<file path="src/rtl/resv_pkg.sv">
package resv_pkg;
  typedef enum logic [1:0] {
    SC_FAIL        = 2'd0,
    SC_OK          = 2'd1,
    SC_OK_UNCACHED = 2'd2
  } sc_code_e;
endpackage

</file>
<file path="src/rtl/resv_lifo.sv">
// Reservation stack as a circular buffer: a write pointer marks the next free
// slot, an occupancy count saturates at DEPTH so a push when full overwrites
// the oldest slot. DEPTH must be a power of two, at least 2.
module resv_lifo #(
  parameter int AW    = 32,
  parameter int DEPTH = 4,
  localparam int PW   = $clog2(DEPTH),
  localparam int OW   = $clog2(DEPTH + 1)
) (
  input  logic          clk,
  input  logic          rst,
  input  logic          push,
  input  logic [AW-1:0] push_addr,
  input  logic          pop,
  output logic [AW-1:0] top,
  output logic [AW-1:0] below,
  output logic [OW-1:0] occ
);
  logic [AW-1:0] mem [DEPTH];
  logic [PW-1:0] wp;
  logic [PW-1:0] top_idx;
  logic [PW-1:0] below_idx;

  assign top_idx   = wp - PW'(1);
  assign below_idx = wp - PW'(2);
  assign top       = mem[top_idx];
  assign below     = mem[below_idx];

  // storage: no reset, single write port
  always_ff @(posedge clk) begin
    if (push) begin
      if (pop) mem[top_idx] <= push_addr;
      else     mem[wp]      <= push_addr;
    end
  end

  always_ff @(posedge clk) begin
    if (rst) begin
      wp  <= '0;
      occ <= '0;
    end else if (push && !pop) begin
      wp <= wp + PW'(1);
      if (occ != OW'(DEPTH)) occ <= occ + OW'(1);
    end else if (pop && !push) begin
      wp  <= wp - PW'(1);
      occ <= occ - OW'(1);
    end
  end
endmodule

</file>
<file path="src/rtl/resv_fail_ctr.sv">
// Consecutive-failure counter with a modulo phase counter for the warning.
module resv_fail_ctr #(
  parameter int CNT_W      = 32,
  parameter int WARN_EVERY = 10000,
  localparam int PHW       = (WARN_EVERY > 1) ? $clog2(WARN_EVERY) : 1
) (
  input  logic             clk,
  input  logic             rst,
  input  logic             fail,
  input  logic             pass,
  output logic [CNT_W-1:0] cnt,
  output logic             warn
);
  logic [PHW-1:0] phase;

  always_ff @(posedge clk) begin
    if (rst || pass) begin
      cnt   <= '0;
      phase <= '0;
      warn  <= 1'b0;
    end else if (fail) begin
      cnt <= cnt + CNT_W'(1);
      if (phase == PHW'(WARN_EVERY - 1)) begin
        phase <= '0;
        warn  <= 1'b1;
      end else begin
        phase <= phase + PHW'(1);
        warn  <= 1'b0;
      end
    end else begin
      warn <= 1'b0;
    end
  end
endmodule

</file>
<file path="src/rtl/resv_stack_tracker.sv">
module resv_stack_tracker #(
  parameter int AW         = 32,
  parameter int DEPTH      = 4,
  parameter int GRAN_BITS  = 4,
  parameter int CNT_W      = 32,
  parameter int WARN_EVERY = 10000
) (
  input  logic             clk,
  input  logic             rst,
  input  logic             lr_req,
  input  logic [AW-1:0]    lr_addr,
  input  logic             sc_req,
  input  logic [AW-1:0]    sc_addr,
  input  logic             sc_uncached,
  input  logic             snp_req,
  input  logic [AW-1:0]    snp_addr,
  input  logic [AW-1:0]    snp_mask,
  output logic             sc_valid,
  output logic [1:0]       sc_code,
  output logic [CNT_W-1:0] fail_cnt,
  output logic             fail_warn
);
  import resv_pkg::*;

  localparam int OW = $clog2(DEPTH + 1);
  localparam logic [AW-1:0] GRAN_MASK = {{(AW-GRAN_BITS){1'b1}}, {GRAN_BITS{1'b0}}};

  logic [AW-1:0] top, below, eff_top;
  logic [OW-1:0] occ;
  logic          snoop_hit, eff_nonempty, sc_match;
  sc_code_e      code_next;

  resv_lifo #(.AW(AW), .DEPTH(DEPTH)) u_lifo (
    .clk       (clk),
    .rst       (rst),
    .push      (lr_req),
    .push_addr (lr_addr & GRAN_MASK),
    .pop       (snoop_hit),
    .top       (top),
    .below     (below),
    .occ       (occ)
  );

  // step 1: snoop against the current newest entry
  assign snoop_hit = snp_req && (occ != '0) &&
                     ((snp_addr & snp_mask) == (top & snp_mask));

  // step 2: store-conditional sees the stack as left by the snoop
  assign eff_top      = snoop_hit ? below : top;
  assign eff_nonempty = snoop_hit ? (occ > OW'(1)) : (occ != '0);
  assign sc_match     = sc_req && eff_nonempty && (eff_top == (sc_addr & GRAN_MASK));

  always_comb begin
    if (!sc_match)        code_next = SC_FAIL;
    else if (sc_uncached) code_next = SC_OK_UNCACHED;
    else                  code_next = SC_OK;
  end

  always_ff @(posedge clk) begin
    if (rst) begin
      sc_valid <= 1'b0;
      sc_code  <= 2'd0;
    end else begin
      sc_valid <= sc_req;
      sc_code  <= sc_req ? code_next : SC_FAIL;
    end
  end

  resv_fail_ctr #(.CNT_W(CNT_W), .WARN_EVERY(WARN_EVERY)) u_fail (
    .clk  (clk),
    .rst  (rst),
    .fail (sc_req && !sc_match),
    .pass (sc_match),
    .cnt  (fail_cnt),
    .warn (fail_warn)
  );
endmodule

</file>
<file path="config.mk">
export PLATFORM = sky130hd
export DESIGN_NAME = resv_stack_tracker
export DESIGN_NICKNAME = d
export VERILOG_FILES = /design/src/rtl/resv_pkg.sv /design/src/rtl/resv_lifo.sv /design/src/rtl/resv_fail_ctr.sv /design/src/rtl/resv_stack_tracker.sv
export SDC_FILE = /design/constraint.sdc
export NUM_CORES = 1
export LEC_CHECK = 0
export BUFFER_PORTS_ARGS = -buffer_cell sky130_fd_sc_hd__buf_4
export CAP_MARGIN = 20
export CORE_ASPECT_RATIO = 0.75
export CORE_MARGIN = 2
export CORE_UTILIZATION = 56
export DETAILED_ROUTE_END_ITERATION = 10
export PLACE_DENSITY = 0.8
export SYNTH_ARGS = -nofsm -noshare
export SYNTH_HDL_FRONTEND = slang
export SYNTH_HIERARCHICAL = 1
export SYNTH_SLANG_ARGS = --single-unit
export TNS_END_PERCENT = 30
</file>
<file path="constraint.sdc">
create_clock -name clk -period 14.9 [get_ports clk]
set_clock_uncertainty 0.15 [all_clocks]
set_input_delay 0.745 -clock clk [delete_from_list [all_inputs] [get_ports clk]]
set_output_delay 0.745 -clock clk [all_outputs]
set_load 0.02 [all_outputs]
</file>
After elaboration in Yosys (flattened, before gate mapping)
Memory sizes are Yosys's and may differ from the RTL's. Cells that the tools add are included.

Register bits: 55. Bits of input ports: 134. Memories kept: 1. Output and inout bits: 36. Memory bits (writable): 112. Logic and storage cells: 62.

Muxes and demuxes: 19. Equal/unequal tests: 5. Add/sub/neg operators: 7. Bitwise operators: 5. Reductions and logical operators: 17. Order comparisons: 1.

Memories: u_lifo.mem (depth 4, width 28, read ports 2, clocked after Yosys merged registers in 0, write ports 1, line resv_lifo.sv:19) `logic [AW-1:0] mem [DEPTH];`.

Operator list (number): bitwise AND 32 bit (2); equality test 32 bit (2); adder 32 x 1 -> 32 bit, second input constant (1); 2-to-1 mux 32 bit (1); 2-to-1 mux 28 bit (1); OR reduction 28 bit (1); adder 14 x 1 -> 14 bit, second input constant (1); equality test 14 bit, second input constant (1); 2-to-1 mux 14 bit (1); 2-to-1 mux 1 bit (9); 2-to-1 mux 3 bit (3); 2-to-1 mux 2 bit (4); logical AND 1 bit (7); adder 3 x 1 -> 3 bit, second input constant (1); greater-than comparator 3 x 1 -> 1 bit, second input constant (1); zero test 1 bit (3); != test 3 bit, second input constant (1); inverter 1 bit (3); nonzero test 3 bit (1); OR reduction 3 bit (1); subtractor 3 x 1 -> 3 bit, second input constant (1); adder 2 x 1 -> 2 bit, second input constant (1); != test 2 bit, second input constant (1); AND reduction 2 bit (1); other kinds (5) (5).

Longest topological paths before layout
Gate-level depths: netlist (run 1). An unclocked memory read counts as a cell.

Word-level depth: 12. Depth in mapped cells: 19.

Modules after synthesis
The synthesis (run 1) kept the hierarchy.

Modules (own cells, without submodules): resv_lifo (times used 1, cells an instance 256, area an instance 5824.3 um^2); resv_fail_ctr (times used 1, cells an instance 253, area an instance 2230.9 um^2); resv_stack_tracker (times used 1, cells an instance 222, area an instance 1557.7 um^2).

Least setup slack after synthesis (run 1)
No wires, ideal clock.

Kind: register to register. Start point: register u_lifo.wp[0]. End point: memory u_lifo/mem[1][0] in the netlist's numbering, enable pin. Arrival time: 5.389 ns. Setup time: 0.470 ns. Stages on the path, launching flop included: 14. Setup slack: 8.891 ns. Cells stage by stage: dfxtp_1 -> buf_6 -> buf_4 -> mux4_2 -> xor2_1 -> a22oi_1 -> nand4_1 -> nor2_1 -> and4_1 -> inv_1 -> ha_1 -> inv_1 -> ha_1 -> a211oi_1.

Longest elaborated chain between the ends: 10. Elaborated cells on any way between the ends: 14. Those cells by class: add/sub (1); eq/ne (1); mux (8); bitwise (1); reduce/logical (2); memory (1).

Ends and longest elaborated chain: from (decl) (line resv_lifo.sv:20) `logic [PW-1:0] wp;`; from (signal assigned) (line resv_lifo.sv:42) `wp <= wp + PW'(1);`; from (signal assigned) (line resv_lifo.sv:45) `wp <= wp - PW'(1);`; subtractor 2 x 1 -> 2 bit (*) (line resv_lifo.sv:24) `assign top_idx = wp - PW'(1);`; memory (4 x 28 bit) (*); named net top[15] (line resv_stack_tracker.sv:28) `logic [AW-1:0] top, below, eff_top;`; bitwise AND 32 bit (*) (line resv_stack_tracker.sv:46) `((snp_addr & snp_mask) == (top & snp_mask));`; equality test 32 bit (*) (line resv_stack_tracker.sv:46); logical AND 1 bit (*) (line resv_stack_tracker.sv:45) `assign snoop_hit = snp_req && (occ != '0) &&`; named net snoop_hit (line resv_stack_tracker.sv:30) `logic snoop_hit, eff_nonempty, sc_match;`; 2-to-1 mux 1 bit (line resv_lifo.sv:32) `if (pop) mem[top_idx] <= push_addr;`; 2-to-1 mux 1 bit (line resv_lifo.sv:31) `if (push) begin`; 2-to-1 mux 1 bit (implied by the code) (line resv_lifo.sv:33) `else mem[wp] <= push_addr;`; OR reduction 28 bit (no line); 2-to-1 mux 2 bit (no line) or 2-to-1 mux 1 bit (tied branches); to (decl) (line resv_lifo.sv:19).

Mark *: on every way through the listed nets, which the timed path passes. The rest lies on a longest branch.

Worst setup path in the final report (run 1)
Start point: register u_lifo.wp[0]. End point: register u_fail.cnt[24].

Longest elaborated chain between the ends: 10. Elaborated cells on any way between the ends: 14. Those cells by class: add/sub (2); eq/ne (2); mux (2); bitwise (1); reduce/logical (6); memory (1).

Ends and longest elaborated chain: subtractor 2 x 1 -> 2 bit (*) (line resv_lifo.sv:24); memory (4 x 28 bit) (*); named net top[16] (line resv_stack_tracker.sv:28); bitwise AND 32 bit (line resv_stack_tracker.sv:46); equality test 32 bit (line resv_stack_tracker.sv:46); logical AND 1 bit (line resv_stack_tracker.sv:45); 2-to-1 mux 32 bit or 2-to-1 mux 1 bit (tied branches) (line resv_stack_tracker.sv:49, resv_stack_tracker.sv:50); equality test 32 bit or logical AND 1 bit (tied branches) (line resv_stack_tracker.sv:51) `assign sc_match = sc_req && eff_nonempty && (eff_top == (sc_addr & GRAN_MASK));`; logical AND 1 bit (*) (line resv_stack_tracker.sv:51); named net sc_match (line resv_stack_tracker.sv:30); zero test 1 bit (line resv_stack_tracker.sv:72) `.fail (sc_req && !sc_match),`; logical AND 1 bit (line resv_stack_tracker.sv:72); to (signal assigned) (line resv_fail_ctr.sv:22) `cnt <= cnt + CNT_W'(1);`; to (decl) (line resv_fail_ctr.sv:11) `output logic [CNT_W-1:0] cnt,`.

Marked as above. A chain may end at the register's enable or synchronous reset.

==> impl_metrics.ini, run 1 <==
[run_status]
outcome = complete, no violations

[power_and_ir_drop]
seqPwrFrac_pct = 48.2
p_comb_share_pct = 16.1
netSwitchingFraction_pct = 27.3
power_density_nw_per_um2 = 105
power.internal_mw = 0.886
clkPwrFrac_pct = 35.7
peakVddDrop_mv = 0.0817
p_leak_nw = 4.18
p_sw_mw = 0.333

[synth]
ys.warnings.count = 6
ys.flop_type = edfxtp_1
syn_inst = 731
synth_area_per_cell_um2 = 13.2
synth_area_um2 = 9610
ys_ff_latch = 183
synth_edf_count = 128
seq_area_frac_synth_pct = 51.4
async_flop_share_pct = 0
yosys.cell_types.count = 63

[cts]
cts.sinks = 183
clk-insertion-delay-late_ns = 0.44
cts_setup_buffers = 0
cts_resized = 0
root_buffer = clkbuf_16
postCtsHoldBufs = 0
clockBufferDepth = 2
cts-htree-levels = 4
cts_tree = yes
numCtsBuffers = 17
path_clk_slew_ns = 0.07

[floorplanning]
rows = 41
core_um2 = 16800
die-width_um = 155
die_y_um = 117
pin_count = 170
start_util_pct = 57.1
die_area_um2 = 18200

[layout]
multi_input_comb_area_um2 = 4400
layout.cells.most_common = buf_4
fillers = 1196
fin_nets = 1044
n_antenna_cell = 0
most-common-layout-cells = buf_4, edfxtp_1, mux4_2, xor2_1, dfxtp_1
fin_area_um2 = 11600
final_layout_size_suffix_gt1_share_pct = 31.2
seq_area_um2 = 4950
areaGrowthSynthToFinish_pct = 20.5

[placed_design]
place_area_um2 = 11000
gp_congestion = 0.988
portBuffers = 161
hpwl_mm = 18.1

[worst_setup_path]
cpPeakStageDelay_ns = 0.83
critPathKind = register to register
slowest_stage = or4_1
crit_path_end_kind = register
worstPathArrival_ns = 7.34
path_cells = buf_4 -> mux4_2 -> xor2_1 -> a22oi_1 -> and4_1 -> nand3_1 -> o21ai_0 -> a21oi_1 -> o2111ai_1 -> nor4_2 -> nor2b_1 -> nand4_2 -> or4_1 -> or4_1 -> a21oi_1
critPathLaunchType = register
critPathMaxFanout = 35
cp.required_ns = 15.11

[route]
ant_nets = 0
wl_per_cell_um = 21.9
wl_mm = 24.7
drtIter0Drc = 894
drc_errors = 0
viasPerCell = 6.29
first_pass_iters = 6
vias = 7096

[sta]
max_freq_mhz = 140
slew_headroom_pct = 26.1
setup_viol = 0
tns_ns = 0
hold_viol_final = 0
slew_violations = 0
tightestPinTransition_ns = 1.11
timing.final.crit_period_ns = 7.13
rsz0062_at_grt = no
fin_crit_sh_pct = 47.9

[hold_path]
hold_class = primary input to register

[grt]
grt_pass1_vias = 6848
antenna_found_initial = 0
grt_pass1_wl_mm = 38.2
grtUsageTotal_pct = 27.6
grt_max_degree = 72
grt.overflow.total = 0

[job]
cap_violations = 0
-- routing by layer --
metal	global-route usage [%]	wire length, um	vias to the layer above
met5	0	0	-
met4	8.54	558	0
met3	7.77	2350	43
met2	42.8	11700	354
met1	38.4	10100	3484
li1	-	-	3215
-- path summary, 6_finish.rpt --
check	cells after the start	slack (ns)	end	start
setup / recovery	15	7.77	u_fail/cnt[24]	u_lifo/wp[0]
hold / removal	2	0.33	sc_code[0]	sc_uncached
setup reg to reg	15	7.77	u_fail/cnt[24]	u_lifo/wp[0]
hold reg to reg	2	0.33	u_fail/cnt[31]	u_fail/cnt[31]
-- worst max-delay path: cells and delay by family (launching register included) --
family | cells | cell delay, ns
AOI/OAI and AO/OA | 5 | 1.21
xor gates and xnor gates | 1 | 0.19
buffers and inverters | 1 | 0.64
DFF | 1 | 0.76
muxes | 1 | 0.66
and+or+nand+nor | 7 | 3.39
-- per-stage QoR --
stage	hold WS, ns	instances	util, %	power [mW]	setup WS, ns
final	0.328	1129	68.8	1.22	7.77
after global routing	0.322	1129	68.8	1.26	7.19
after CTS	0.311	1128	68.7	1.22	7.73
after detailed placement	0.319	1096	65.3	0.790	7.79
after global placement	0.313	1096	65.3	0.784	7.93
after floorplan	0.297	746	-	0.716	8.89
-- state kept, by name, indices dropped and copies added, names as in the netlist --
name / cells
u_lifo/wp: 2
u_lifo/occ: 3
sc_code: 2
u_fail/cnt: 32
sc_valid: 1
u_fail/warn: 1
u_fail/phase: 14
u_lifo/mem: 128
-- logic make-up (layout without fill, tap and decap cells) --
group           count (synthesis)  after routing  share of synthesized area [%]
compound gates                118            118                           8.36
xor+xnor                       79             79                           7.20
fa+ha+maj                       9              9                           1.17
buf+inv                        64            232                           3.83
flops                         183            183                           51.4
mux                            71             71                           15.7
other cells                     1             16                         0.0390
simple gates                  206            206                           12.2
-- power by group through the flow --
| stage | sequential (mW) | clock, mW | combinational, mW |
|---|---|---|---|
| detailed placement | 0.599 | 0 | 0.192 |
| CTS | 0.587 | 0.444 | 0.193 |
| global placement | 0.596 | 0 | 0.189 |
| floorplan | 0.592 | 0 | 0.124 |
| global route | 0.590 | 0.462 | 0.210 |
| finish | 0.588 | 0.435 | 0.197 |
-- cells in the mapped netlist (9+ instances only) --
| master | number | area share [%] |
|---|---|---|
| nand3_1 | 32 | 1.7 |
| mux4_2 | 64 | 15 |
| ha_1 | 9 | 1.2 |
| o21ai_0 | 20 | 1.0 |
| inv_1 | 34 | 1.3 |
| a22oi_1 | 21 | 1.6 |
| nor4_1 | 12 | 0.78 |
| edfxtp_1 | 128 | 40 |
| nand4_1 | 22 | 1.4 |
| or4_1 | 13 | 1.0 |
| xnor2_1 | 20 | 1.8 |
| nand2_1 | 28 | 1.1 |
| a21oi_1 | 25 | 1.3 |
| nor2_1 | 35 | 1.4 |
| o31ai_1 | 12 | 0.94 |
| or3_1 | 9 | 0.59 |
| dfxtp_1 | 55 | 11 |
| xor2_1 | 59 | 5.4 |
-- cell type report --
type                       count  share of cell area, %
sequential                   183                   42.7
multi-input combinational    499                   38.0
timing repair buffer         166                   10.9
clock buffer                  17                   3.67
tap                          215                   2.32
clock inverter                15                   1.34
inverter                      34                   1.10
(Power assumes the default switching activity.)
==> inputs of run 2 (changes only) <==
--- a/config.mk
+++ b/config.mk
@@ -9,9 +9,9 @@
 export CAP_MARGIN = 20
 export CORE_ASPECT_RATIO = 0.75
 export CORE_MARGIN = 2
-export CORE_UTILIZATION = 56
+export CORE_UTILIZATION = 51
 export DETAILED_ROUTE_END_ITERATION = 10
-export PLACE_DENSITY = 0.8
+export PLACE_DENSITY = 0.77
 export SYNTH_ARGS = -nofsm -noshare
 export SYNTH_HDL_FRONTEND = slang
 export SYNTH_HIERARCHICAL = 1
==> constraint.sdc (replaced) <==
create_clock -name clk -period 6.03 [get_ports clk]
set_clock_uncertainty 0.15 [all_clocks]
set_input_delay 0.3015 -clock clk [delete_from_list [all_inputs] [get_ports clk]]
set_output_delay 0.3015 -clock clk [all_outputs]
set_load 0.02 [all_outputs]
==> run 2 against run 1 <==
Worst setup slack worse by 7.4 ns. Clock power grew to 2.6 times the previous value. Flip-flop and latch count stayed put. Total power grew to 2.5 times the previous value. Utilization is 3.2 points lower. Worst hold slack worse by 0.12 ns. Critical path depth stayed put. Wire length is 1.4% higher. Fmax is 26% higher. Sequential share of layout area is 1.9 points lower. Critical path type unchanged. Critical endpoint is now u_fail/cnt[28]. Largest cell class unchanged.
==> impl_metrics.ini, run 2 (synthesized netlist as in run 1, its figures left out) <==
[layout]
largest_registers = u_lifo/mem: 128 flops, u_fail/cnt: 32 flops, u_fail/phase: 14 flops
final_core_utilization_pct = 65.6
final_layout_size_suffix_gt1_share_pct = 30.9
n_antenna_cell = 0
most-common-layout-cells = buf_4, edfxtp_1, mux4_2, xor2_1, dfxtp_1
fin_nets = 1087
regMostFlops = u_lifo/mem
areaGrowthSynthToFinish_pct = 25.9
largest_register_ffs = 128
fin_area_um2 = 12100
layout.cells.most_common = buf_4
fillers = 1390

[power_and_ir_drop]
p_leak_nw = 4.40
power_density_nw_per_um2 = 256
power.internal_mw = 2.23
netSwitchingFraction_pct = 28.0
clkPwrFrac_pct = 36.3
p_comb_share_pct = 16.8
p_sw_mw = 0.868
peakVddDrop_mv = 0.163
seqPwrFrac_pct = 46.9

[route]
drtIter0Drc = 729
wl_per_cell_um = 20.8
wl_mm = 25.1
viasPerCell = 6.03
first_pass_iters = 5
ant_nets = 0
vias = 7266
drc_errors = 0

[grt]
grt_pass1_vias = 6880
grt.overflow.total = 0
antenna_found_initial = 0
top_usage_layer = met2
met1_usage_pct = 36.7
gr-usage-met2_pct = 39.8
grt_max_degree = 30
grt_pass1_wl_mm = 37.9
grtUsageTotal_pct = 25.7
grt.met3_usage_pct = 5.50

[floorplanning]
start_util_pct = 52.1
die-width_um = 163
die_y_um = 123
rows = 43
die_area_um2 = 20000
core_um2 = 18500
pin_count = 170

[sta]
whs_ns = 0.210
timing.final.crit_period_ns = 5.65
setup_ws_ns = 0.376
slew_headroom_pct = 53.7
hold_viol_final = 0
max_freq_mhz = 177
setup_viol = 0
fin_crit_sh_pct = 93.8
slew_violations = 0
tns_ns = 0
tightestPinTransition_ns = 0.695
rsz0062_at_grt = no

[placed_design]
dp_slack_ns = 0.381
gp_congestion = 0.988
portBuffers = 161
place_area_um2 = 11100
hpwl_mm = 18.7

[worst_setup_path]
crit_path_end_kind = register
critPathLaunchType = register
r2r_slack_ns = 0.38
critPathMaxFanout = 18
critPathKind = register to register
cp.required_ns = 6.25
worstPathArrival_ns = 5.87

[cts]
clk-insertion-delay-late_ns = 0.45
cts_resized = 0
numCtsBuffers = 17
path_clk_slew_ns = 0.08
cts_tree = yes
cts.sinks = 183
cts-htree-levels = 4
root_buffer = clkbuf_16
clockBufferDepth = 2

[run_status]
outcome = complete, no violations

[job]
cap_violations = 0

[hold_path]
hold_class = primary input to register
==> run 2: changes by cell type in the layout (fill, tap and decap cells not counted), moves of 2 or more <==
cell / delta
dlygate4sd3_1: +33
clkinv_8: +3
buf_4: +7
buf_12: +2
==> run 2: critical path, stage by stage, from the launching register on <==
cell,delay (ns)
dfxtp_4,0.60
buf_4,0.33
mux4_2,0.57
xor2_1,0.16
a22oi_1,0.29
and4_1,0.29
and3_1,0.43
nand3_1,0.15
and3_1,0.20
o2111ai_1,0.28
nor4_2,0.13
nor2b_1,0.23
nand4_2,0.20
or4_1,0.79
or4_1,0.61
a21oi_1,0.16
==> run 2: routing by layer <==
metal,vias to the layer above,wire length [um]
met5,-,0
met4,0,510
met3,40,2360
met2,358,11400
met1,3558,10800
li1,3310,-
==> run 2: path summary, 6_finish.rpt <==
check                 startpoint             end  cells past startpoint
setup / recovery    u_lifo/wp[0]  u_fail/cnt[28]                     15
hold / removal            lr_req    u_lifo/wp[0]                      4
setup reg to reg    u_lifo/wp[0]  u_fail/cnt[28]                     15
hold reg to reg   u_fail/cnt[31]  u_fail/cnt[31]                      2
==> run 2: per-stage QoR <==
| stage | std cells | power, mW |
|---|---|---|
| floorplan | 746 | 1.77 |
| global placement | 1138 | 1.96 |
| detailed placement | 1138 | 1.97 |
| CTS | 1203 | 3.11 |
| global route | 1204 | 3.21 |
| finish | 1204 | 3.09 |
==> run 2: layout make-up <==
class,instances,area (um^2),area share [%]
repair buffers,209,1710,14.1
clock buffers,17,425,3.51
inverters,34,128,1.05
clock inverters,15,189,1.56
multi-input cells,499,4400,36.3
well taps,247,309,2.55
flip-flops and latches,183,4950,40.9
==> run 2: power by group through the flow <==
stage	clock, mW	combinational, mW	sequential [mW]
final	1.12	0.519	1.45
after detailed placement	0	0.487	1.48
after CTS	1.15	0.506	1.45
after floorplan	0	0.307	1.46
after global placement	0	0.484	1.48
after global routing	1.20	0.553	1.46
==> run 2: what timing repair did <==
item / in CTS / in global routing
hold buffers: 33 / 0
endpoints found under the hold margin: 120 / 0
setup buffers: 0 / 1
setup endpoints to repair: 0 / 3
==> inputs of run 3 (changes only) <==
--- a/config.mk
+++ b/config.mk
@@ -12,6 +12,7 @@
 export CORE_UTILIZATION = 51
 export DETAILED_ROUTE_END_ITERATION = 10
 export PLACE_DENSITY = 0.77
+export REMOVE_ABC_BUFFERS = 1
 export SYNTH_ARGS = -nofsm -noshare
 export SYNTH_HDL_FRONTEND = slang
 export SYNTH_HIERARCHICAL = 1
==> run 3 against run 2 <==
Sequential share of layout area about the same. First-iteration DRC count rose by 11%. Count of clock-buffer cells in the layout did not move. Worst setup slack better by 0.13 ns. Non-clock buffer count rose by 2. Fmax rose by 2.3%. Worst hold slack better by 0.0039 ns. Global-route usage rose by 0.097 points. Critical path depth unchanged.
==> impl_metrics.ini, run 3 (synthesized netlist as in run 1, its figures left out) <==
[run_status]
outcome = complete, no violations

[grt]
grt.overflow.total = 0
antenna_found_initial = 0
grtUsageTotal_pct = 25.8
grt_max_degree = 36
grt_pass1_wl_mm = 38.5
grt_pass1_vias = 7187

[layout]
regMostFlops = u_lifo/mem
final_layout_size_suffix_gt1_share_pct = 31.2
fin_nets = 1089
layout.cells.most_common = buf_4
n_antenna_cell = 0
most-common-layout-cells = buf_4, edfxtp_1, mux4_2, xor2_1, dfxtp_1
areaGrowthSynthToFinish_pct = 25.8
largest_registers = u_lifo/mem: 128 flops, u_fail/cnt: 32 flops, u_fail/phase: 14 flops
largest_register_ffs = 128

[sta]
rsz0062_at_grt = no
fin_crit_sh_pct = 91.6
hold_viol_final = 0
setup_viol = 0
tightestPinTransition_ns = 0.586
max_freq_mhz = 181
slew_headroom_pct = 60.9
slew_violations = 0
timing.final.crit_period_ns = 5.53
setup_ws_ns = 0.504
tns_ns = 0

[cts]
clk-insertion-delay-late_ns = 0.44
numCtsBuffers = 17
cts.sinks = 183
root_buffer = clkbuf_16
clockBufferDepth = 2
cts_resized = 0
path_clk_slew_ns = 0.06
cts-htree-levels = 4
cts_tree = yes

[placed_design]
portBuffers = 161
hpwl_mm = 18.3
dp_slack_ns = 0.362
gp_congestion = 0.926

[worst_setup_path]
cpPeakStageDelay_ns = 0.78
worst-path-buf-inv = 1
r2r_slack_ns = 0.50
timing.rr.start = u_lifo/wp[0]
critPathLaunchType = register
crit_path_end_kind = register
path_delay_family = simple AND/OR/NAND/NOR gates
critPathKind = register to register
r2r-end = u_fail/cnt[26]
path_cells = buf_4 -> mux4_2 -> xor2_1 -> a22oi_1 -> and4_1 -> nand3_1 -> o21ai_0 -> a21oi_1 -> o2111ai_1 -> nor4_2 -> nor2b_1 -> nand4_2 -> or4_1 -> or4_1 -> a21oi_1
cp.required_ns = 6.23
reg2regPathDepth = 15
critPathMaxFanout = 19
worstPathArrival_ns = 5.72
slowest_stage = or4_1

[route]
ant_nets = 0
drtIter0Drc = 807
viasPerCell = 6.04
drc_errors = 0
wl_mm = 25.1
wl_per_cell_um = 20.8
first_pass_iters = 5
vias = 7284

[power_and_ir_drop]
power_density_nw_per_um2 = 257
peakVddDrop_mv = 0.174
power_mw = 3.11
p_leak_nw = 4.40

[floorplanning]
die-width_um = 163
rows = 43
core_um2 = 18500
start_util_pct = 52.1
die_area_um2 = 20000
pin_count = 170
die_y_um = 123

[hold_path]
min-delay-start = lr_req
hold_class = primary input to register
hold_end = u_lifo/wp[0]
whs_path_depth = 4

[job]
cap_violations = 0
run 3: cell types whose count changed in the layout (fill, tap and decap cells not counted), sizes merged:
cell | previous run | this run
buf | 176 | 179
bufinv | 0 | 2
clkinv | 7 | 2
clkinvlp | 0 | 3
dlygate4sd3 | 33 | 32
run 3: worst max path at each step:
stage / from / end / slack (ns) / cells past startpoint
CTS: u_lifo/wp[0] / u_fail/cnt[24] / 0.34 / 15
detailed placement: u_lifo/wp[0] / u_fail/cnt[24] / 0.36 / 15
global route: u_lifo/wp[0] / u_fail/cnt[28] / 0.10 / 15
floorplan: u_lifo/wp[0] / u_lifo/mem[1][0] / -2.30 / 11
finish: u_lifo/wp[0] / u_fail/cnt[26] / 0.50 / 15
global placement: u_lifo/wp[0] / u_fail/cnt[24] / 0.48 / 15
run 3: metrics by stage:
stage | util (%) | instances | hold slack, ns | cell area, um^2
final | 65.5 | 1206 | 0.213 | 12100
after global routing | 65.5 | 1206 | 0.220 | 12100
after CTS | 65.4 | 1205 | 0.186 | 12100
after detailed placement | 60.4 | 1141 | 0.316 | 11100
after global placement | 60.4 | 1141 | 0.315 | 11100
after floorplan | - | 716 | 0.220 | 9430
run 3: area by class of cell:
cell class / count / area (um^2)
fill: 1346 / 6360
sequential: 183 / 4950
multi-input combinational: 499 / 4400
timing repair buffer: 211 / 1700
clock buffer: 17 / 425
tap: 247 / 309
clock inverter: 15 / 184
inverter: 34 / 128
run 3: per-layer routing:
layer  vias up  wire length, um  track usage [%]
met5         -                0                0
met3        43             2160             5.97
li1       3311                -                -
met4         0              565             7.85
met1      3605            10500             35.5
met2       325            11900             41.4
run 3: power breakdown:
part | total [mW] | switching, mW | internal (mW)
logic | 0.509 | 0.259 | 0.249
clock network | 1.15 | 0.523 | 0.630
registers | 1.45 | 0.0426 | 1.41
total | 3.11 | 0.825 | 2.29
run 3: what timing repair did:
item,CTS,global route
setup buffers,0,1
endpoints found under the hold margin,120,0
setup endpoints to repair,0,29
hold buffers,32,0
run 3: worst min-delay path: stages:
cell and delay, ns:
buf_4 0.13, inv_1 0.05, ha_1 0.17, a221oi_1 0.09
